**config.mk**
```make
export PLATFORM = sky130hd
export DESIGN_NAME = tdm_router
export DESIGN_NICKNAME = d
export VERILOG_FILES = /design/src/rtl/tdm_rt_pkg.sv /design/src/rtl/tdm_hpu.sv /design/src/rtl/tdm_xbar.sv /design/src/rtl/tdm_router.sv
export SDC_FILE = /design/constraint.sdc
export NUM_CORES = 1
export LEC_CHECK = 0
export ABC_AREA = 1
export CORE_MARGIN = 5
export CORE_UTILIZATION = 50
export CTS_CLUSTER_SIZE = 40
export DETAILED_ROUTE_END_ITERATION = 16
export DONT_BUFFER_PORTS = 1
export HOLD_SLACK_MARGIN = 0.03
export PLACE_DENSITY = 0.73
export SLEW_MARGIN = 10
export SYNTH_ARGS = -nofsm -noshare
export SYNTH_HDL_FRONTEND = slang
export SYNTH_HIERARCHICAL = 1
export SYNTH_SLANG_ARGS = --single-unit
```
**constraint.sdc**
```tcl
create_clock -name clk -period 3.4 [get_ports clk]
set_clock_uncertainty 0.15 [all_clocks]
set_input_delay 1.02 -clock clk [delete_from_list [all_inputs] [get_ports clk]]
set_output_delay 1.02 -clock clk [all_outputs]
set_load 0.02 [all_outputs]
```
**src/rtl/tdm_rt_pkg.sv**
```systemverilog
`timescale 1ns/1ps
package tdm_rt_pkg;
   // hop code width is fixed by the header route format
   localparam int unsigned CODE_W   = 2;
   localparam int unsigned NUM_DIR  = 1 << CODE_W;
   localparam int unsigned NUM_PORT = NUM_DIR + 1;
   localparam int unsigned LOCAL_ID = NUM_DIR;

   typedef logic [NUM_PORT-1:0] port_mask_t;

   // Turn a hop code into a one-hot output mask. A code pointing back at
   // the arrival link means local delivery.
   function automatic port_mask_t route_mask(input logic [CODE_W-1:0] code,
                                             input int unsigned arrive);
      port_mask_t m;
      m = '0;
      if (arrive < NUM_DIR && int'(unsigned'(code)) == int'(arrive))
         m[LOCAL_ID] = 1'b1;
      else
         m[code] = 1'b1;
      return m;
   endfunction
endpackage

```
**src/rtl/tdm_hpu.sv**
```systemverilog
`timescale 1ns/1ps
// Per-input route decoder: stage 2 of the router pipeline.
module tdm_hpu
   import tdm_rt_pkg::*;
#(
   parameter int unsigned DATA_W  = 32,
   parameter int unsigned PORT_ID = 0
) (
   input  logic              clk,
   input  logic              rst_n,
   input  logic              f_vld,
   input  logic              f_hdr,
   input  logic [DATA_W-1:0] f_data,
   output logic              q_vld,
   output logic              q_hdr,
   output logic [DATA_W-1:0] q_data,
   output port_mask_t        q_sel
);
   generate
      if (PORT_ID >= NUM_PORT) begin : g_bad_id
         $error("tdm_hpu: PORT_ID out of range");
      end
      if (DATA_W <= CODE_W) begin : g_bad_w
         $error("tdm_hpu: DATA_W too small for a hop code");
      end
   endgenerate

   logic              bound_q, bound_d;
   port_mask_t        sel_q, sel_d;
   logic              fwd;
   logic [DATA_W-1:0] fwd_data;

   always_comb begin
      bound_d  = bound_q;
      sel_d    = sel_q;
      fwd      = 1'b0;
      fwd_data = f_data;
      if (!f_vld) begin
         bound_d = 1'b0;
      end else if (f_hdr) begin
         bound_d  = 1'b1;
         sel_d    = route_mask(f_data[CODE_W-1:0], PORT_ID);
         fwd      = 1'b1;
         fwd_data = f_data >> CODE_W;
      end else begin
         fwd = bound_q;
      end
   end

   always_ff @(posedge clk or negedge rst_n) begin
      if (!rst_n) begin
         bound_q <= 1'b0;
         sel_q   <= '0;
         q_vld   <= 1'b0;
         q_hdr   <= 1'b0;
         q_data  <= '0;
         q_sel   <= '0;
      end else begin
         bound_q <= bound_d;
         sel_q   <= sel_d;
         q_vld   <= fwd;
         q_hdr   <= fwd & f_hdr;
         q_data  <= fwd ? fwd_data : '0;
         q_sel   <= fwd ? sel_d : '0;
      end
   end
endmodule

```
**src/rtl/tdm_xbar.sv**
```systemverilog
`timescale 1ns/1ps
// Crossbar with fixed lowest-index priority: stage 3 of the router pipeline.
module tdm_xbar
   import tdm_rt_pkg::*;
#(
   parameter int unsigned DATA_W = 32
) (
   input  logic                             clk,
   input  logic                             rst_n,
   input  logic [NUM_PORT-1:0]              r_vld,
   input  logic [NUM_PORT-1:0]              r_hdr,
   input  logic [NUM_PORT-1:0][DATA_W-1:0]  r_data,
   input  port_mask_t [NUM_PORT-1:0]        r_sel,
   output logic [NUM_PORT-1:0]              o_vld,
   output logic [NUM_PORT-1:0]              o_hdr,
   output logic [NUM_PORT-1:0][DATA_W-1:0]  o_data,
   output logic                             clash_sticky
);
   logic [NUM_PORT-1:0] clash;

   for (genvar o = 0; o < NUM_PORT; o++) begin : g_out
      port_mask_t        hit, win;
      logic              w_hdr;
      logic [DATA_W-1:0] w_data;
      logic              v_q, h_q;
      logic [DATA_W-1:0] d_q;

      always_comb begin
         for (int i = 0; i < NUM_PORT; i++) hit[i] = r_vld[i] & r_sel[i][o];
         win    = hit & (~hit + port_mask_t'(1));
         w_hdr  = |(win & r_hdr);
         w_data = '0;
         for (int i = 0; i < NUM_PORT; i++) w_data = w_data | ({DATA_W{win[i]}} & r_data[i]);
      end

      assign clash[o] = |(hit & ~win);

      always_ff @(posedge clk or negedge rst_n) begin
         if (!rst_n) begin
            v_q <= 1'b0;
            h_q <= 1'b0;
            d_q <= '0;
         end else begin
            v_q <= |hit;
            h_q <= w_hdr;
            d_q <= w_data;
         end
      end

      assign o_vld[o]  = v_q;
      assign o_hdr[o]  = h_q;
      assign o_data[o] = d_q;
   end

   always_ff @(posedge clk or negedge rst_n) begin
      if (!rst_n) clash_sticky <= 1'b0;
      else        clash_sticky <= clash_sticky | (|clash);
   end
endmodule

```
**src/rtl/tdm_router.sv**
```systemverilog
`timescale 1ns/1ps
module tdm_router
   import tdm_rt_pkg::*;
#(
   parameter int unsigned DATA_W = 32
) (
   input  logic                             clk,
   input  logic                             rst_n,
   input  logic [NUM_PORT-1:0]              lnk_in_vld,
   input  logic [NUM_PORT-1:0]              lnk_in_hdr,
   input  logic [NUM_PORT-1:0][DATA_W-1:0]  lnk_in_data,
   output logic [NUM_PORT-1:0]              lnk_out_vld,
   output logic [NUM_PORT-1:0]              lnk_out_hdr,
   output logic [NUM_PORT-1:0][DATA_W-1:0]  lnk_out_data,
   output logic                             route_err
);
   generate
      if (DATA_W < 2 * CODE_W) begin : g_bad_w
         $error("tdm_router: DATA_W must hold at least two hop codes");
      end
   endgenerate

   logic [NUM_PORT-1:0]             s1_vld, s1_hdr;
   logic [NUM_PORT-1:0][DATA_W-1:0] s1_data;
   logic [NUM_PORT-1:0]             s2_vld, s2_hdr;
   logic [NUM_PORT-1:0][DATA_W-1:0] s2_data;
   port_mask_t [NUM_PORT-1:0]       s2_sel;

   for (genvar p = 0; p < NUM_PORT; p++) begin : g_in
      // stage 1: link capture register
      always_ff @(posedge clk or negedge rst_n) begin
         if (!rst_n) begin
            s1_vld[p]  <= 1'b0;
            s1_hdr[p]  <= 1'b0;
            s1_data[p] <= '0;
         end else begin
            s1_vld[p]  <= lnk_in_vld[p];
            s1_hdr[p]  <= lnk_in_hdr[p];
            s1_data[p] <= lnk_in_data[p];
         end
      end

      // stage 2: route decode per input
      tdm_hpu #(.DATA_W(DATA_W), .PORT_ID(p)) u_hpu (
         .clk    (clk),
         .rst_n  (rst_n),
         .f_vld  (s1_vld[p]),
         .f_hdr  (s1_hdr[p]),
         .f_data (s1_data[p]),
         .q_vld  (s2_vld[p]),
         .q_hdr  (s2_hdr[p]),
         .q_data (s2_data[p]),
         .q_sel  (s2_sel[p])
      );
   end

   // stage 3: crossbar and output register
   tdm_xbar #(.DATA_W(DATA_W)) u_xbar (
      .clk          (clk),
      .rst_n        (rst_n),
      .r_vld        (s2_vld),
      .r_hdr        (s2_hdr),
      .r_data       (s2_data),
      .r_sel        (s2_sel),
      .o_vld        (lnk_out_vld),
      .o_hdr        (lnk_out_hdr),
      .o_data       (lnk_out_data),
      .clash_sticky (route_err)
   );
endmodule

```
# ---- Word-level counts from Yosys, hierarchy flattened
# Cells that the tools add are included.
dict set report word_totals {
  elab_cells 250
  input_bits 172
  out_inout_bits 171
  ff_bits 561
}
dict set report classes {
  n_lt_le_gt_ge 10
  eq_ne 3
  reduce_logical 17
  mux 58
  bitwise 101
  addsub 5
}
# op n
set op_table {}
lappend op_table {{AND 32 bit} 25}
lappend op_table {{OR 32 bit} 20}
lappend op_table {{two-way mux 32 bit} 15}
lappend op_table {{AND 5 bit} 15}
lappend op_table {{two-way mux 5 bit} 15}
lappend op_table {{NOT 5 bit} 10}
lappend op_table {{OR reduction 5 bit} 10}
lappend op_table {{AND 1 bit} 30}
lappend op_table {{adder 5 x 1 -> 5 bit, second input constant} 5}
lappend op_table {{OR reduction 25 bit} 1}
lappend op_table {{less-than comparator 2 x 4 -> 1 bit, second input constant} 5}
lappend op_table {{two-way mux 1 bit} 19}
lappend op_table {{two-way mux 4 bit} 4}
lappend op_table {{demux 1 bit (select 2 bit)} 5}
lappend op_table {{greater-or-equal comparator 2 x 1 -> 1 bit, second input constant} 5}
lappend op_table {{logical AND 1 bit} 5}
lappend op_table {{equality test 2 bit, second input constant} 2}
lappend op_table {{equality test 2 x 1 -> 1 bit, second input constant} 1}
lappend op_table {{zero test 2 bit} 1}
lappend op_table {{OR 1 bit} 1}

# ---- Logic depth before layout (Yosys ltp)
dict set report logic_depth {
  depth_word 9
  depth_mapped 10
  mapped_depth_nobuf 8
}

# ---- By module
# Netlist, hierarchy kept.
# mod n_inst cells_each seq_area_each_um2 area_per_inst_um2
set by_module_without_submodules {}
lappend by_module_without_submodules {tdm_xbar 1 1269 4279.1 9621.7}
lappend by_module_without_submodules {{tdm_hpu at g_in[0].u_hpu ...} 4 186 1101.1 1729.2}
lappend by_module_without_submodules {tdm_router 1 170 4254.1 4254.1}
lappend by_module_without_submodules {{tdm_hpu at g_in[3].u_hpu} 1 186 1101.1 1850.5}

# ---- Worst setup path after synthesis
# OpenSTA, ideal clock, no wires.
dict set report synth_path {
  kind {register to output}
  startpoint {reg u_xbar.g_out[0].h_q}
  endpoint {out lnk_out_hdr[0]}
  required_ps 2230
  path_stages_with_launch 2
  arrival_time_ps 482
  n_path_buf 1
  slack_ps 1748
  path_cell_list {dfrtp_1 -> buf_4}
}
# item line
set synth_rtl {}
lappend synth_rtl {{from (decl)} tdm_xbar.sv:25} ;# logic v_q, h_q;
lappend synth_rtl {{from (signal assigned)} tdm_xbar.sv:45} ;# h_q <= w_hdr;
lappend synth_rtl {{to (decl)} tdm_router.sv:13} ;# output logic [NUM_PORT-1:0] lnk_out_hdr,
# No word-level cell between the ends.

==> flow_metrics.tcl <==
set metrics [dict create \
    r2r_cells 6 \
    core_mm2 0.0451 \
    grt_use_total_pct 30.5 \
    cp-start-kind "register" \
    synth.avg_cell_area_um2 9.56 \
    dieHeight_um 223 \
    cellPowerDensity_mw_per_mm2 616 \
    synth_cell_types 28 \
    p_int_mw 11.2 \
    grt_setup_unrepaired "no" \
    htreeDepth 2 \
    placed_cells 2877 \
    multi_input_area_mm2 0.00711 \
    period_minus_slack_ns 2.47 \
    start_util_pct 50.2 \
    pre_cts_ws_ns 1.02 \
    setup_viol 0 \
    setup_ws_ns 0.932 \
    hold_class "in2async" \
    critPathCaptureType "register" \
    gp_congestion 0.953 \
    leakage_nw 11.9 \
    hold-worst-slack_ns 0.0725 \
    grt_remaining_overflow 0 \
    core.rowCount 78 \
    outcome "finished, violations left" \
    insertion_delay_ns 0.61 \
    die_area_mm2 0.0496 \
    fin_cells 2991 \
    required_ns 3.70 \
    r2r-end "u_xbar/g_out[1].d_q[24]" \
    max_freq_mhz 405 \
    grt_first_pass_wirelength_um 114000 \
    fin_nets 2509 \
    synth_area_mm2 0.0226 \
    layout_common_cells "dfrtp_1 (561), nand2_1 (456), nor2_1 (330)" \
    p_comb_share_pct 7.8 \
    postSynthCellCount 2369 \
    p_clk_share_pct 41.7 \
    n_fill_cell 3880 \
    clock-root-buffer "clkbuf_16" \
    hold_violations 0 \
    violations "slew limit" \
    final_common_cell "dfrtp_1" \
    drt.antenna.violating_nets 0 \
    slew-limit-headroom_pct -43.7 \
    grt_pass1_vias 17600 \
    die_w_um 223 \
    worstPathMaxFanout 22 \
    slowest_delay_ns 0.64 \
    portBuffers 0 \
    crit_arrival_ns 2.77 \
    drt_wl_total_um 77700 \
    numCtsBuffers 56 \
    cap_violations 0 \
    path_clk_slew_ns 0.06 \
    drive_gt1_share_pct 9.82 \
    cp_cell_sequence "nand2_2, nand3_2, buf_4, o22ai_1, a21oi_1, nand3_1" \
    peakVddDrop_v 0.000454 \
    power_frac_seq_pct 50.4 \
    drtIter0Drc 3077 \
    ys_seq_area_share_pct 62.0 \
    post_cts_resized 0 \
    dr.pass1.iters 9 \
    area_delta_synth_final_pct 9.73 \
    tns_ns 0 \
    viasPerCell 6.00 \
    netSwitchingFraction_pct 26.8 \
    tightest_slew_ns 2.16 \
    grt_max_degree 562 \
    vias 18000 \
    cts_buffer_depth 3 \
    ys_warn_count 6 \
    finalCritPeriodShare_pct 72.6 \
    cts_tree "built" \
    critPathKind "reg2reg" \
    syn_nets 2541 \
    antenna_found_initial 17 \
    drc_errors 0 \
    ys_seq_elements 561 \
    wl_per_cell_um 26.0 \
    clock_sinks 561 \
    power_switching_mw 4.10 \
    post_cts_buffers 0 \
    worst-r2r-setup-slack_ns 0.93 \
    hpwl_um 51900 \
    r2r_start "g_in[0].u_hpu/bound_q" \
    io_pins 343 \
    crit_slowest_cell "dfrtp_1" \
    maxSlewViolCount 396 \
    regArea_mm2 0.0140 \
]
final cells by class:
type	count	area share, %
timing repair buffer	44	1.57
inverter	159	2.45
tap	600	3.02
multi-input combinational	1515	28.6
clock buffer	73	6.38
clock inverter	30	1.38
antenna	9	0.0906
sequential	561	56.5
routing by layer:
metal	routed length (um)	track usage, %	part of all wire, %	up-vias
li1	-	-	-	7711
met1	29400	41.2	38	8716
met2	35600	47.4	46	1237
met3	9060	8.53	12	281
met4	3650	11.7	4.7	12
met5	77	0	0.099	-
power by group through the flow:
stage	combinational [mW]	sequential (mW)	clock (mW)
finish	1.20	7.72	6.39
global route	1.29	7.75	6.76
CTS	1.15	7.71	6.45
detailed placement	1.14	7.82	0
global placement	1.12	7.82	0
floorplan	0.877	7.61	0
kinds of logic after synthesis:
| family | Yosys count | share of synthesized area [%] |
|---|---|---|
| simple gates | 1033 | 19.5 |
| compound gates | 482 | 11.9 |
| buf+inv | 293 | 6.62 |
| flops | 561 | 62.0 |
metrics by stage:
step	util [%]	area, um2	power, mW
2_1_floorplan	-	22600	8.49
3_3_place_gp	50.7	22900	8.94
3_5_place_dp	50.7	22900	8.96
4_1_cts	55.0	24800	15.3
5_1_grt	55.1	24800	15.8
6_report	55.1	24800	15.3
cells in the mapped netlist, drive strengths merged:
library cell | count | area share, %
a21oi | 165 | 3.6
buf | 119 | 3.6
clkbuf | 15 | 0.29
dfrtp | 561 | 62
inv | 159 | 2.7
nand2 | 477 | 8.4
nand3 | 179 | 4.0
nand4 | 5 | 0.17
nor2 | 362 | 6.5
nor3 | 2 | 0.14
o21ai | 151 | 3.7
o21bai | 1 | 0.033
o22ai | 165 | 4.6
or2 | 8 | 0.22
registers in the layout, summed over array words and instances (netlist names), 25 cells and up:
name               count
s1_data              160
g_in.u_hpu/q_sel      25
g_in.u_hpu/sel_q      25
u_xbar/g_out.d_q     160
g_in.u_hpu/q_data    160
how the worst max path moves through the flow:
stage | slack [ns] | to | cells after the start | start
2_1_floorplan | 1.75 | lnk_out_hdr[0] | 1 | u_xbar/g_out[0].h_q
3_3_place_gp | 1.07 | u_xbar/g_out[4].d_q[28] | 6 | g_in[0].u_hpu/bound_q
3_5_place_dp | 1.02 | u_xbar/g_out[1].d_q[24] | 6 | g_in[0].u_hpu/bound_q
4_1_cts | 1.01 | u_xbar/g_out[1].d_q[24] | 6 | g_in[0].u_hpu/bound_q
5_1_grt | 0.90 | u_xbar/g_out[3].d_q[28] | 8 | g_in[0].u_hpu/bound_q
6_report | 0.93 | u_xbar/g_out[1].d_q[24] | 6 | g_in[0].u_hpu/bound_q
critical path: cells and delay by family (launching register included):
| kind | cells | cell delay, ns |
|---|---|---|
| AO/OA/AOI/OAI | 2 | 0.30 |
| AND/OR/NAND/NOR | 3 | 0.86 |
| buffers and inverters | 1 | 0.35 |
| flip-flops | 1 | 0.64 |
Power figures use the tool's default switching activity.
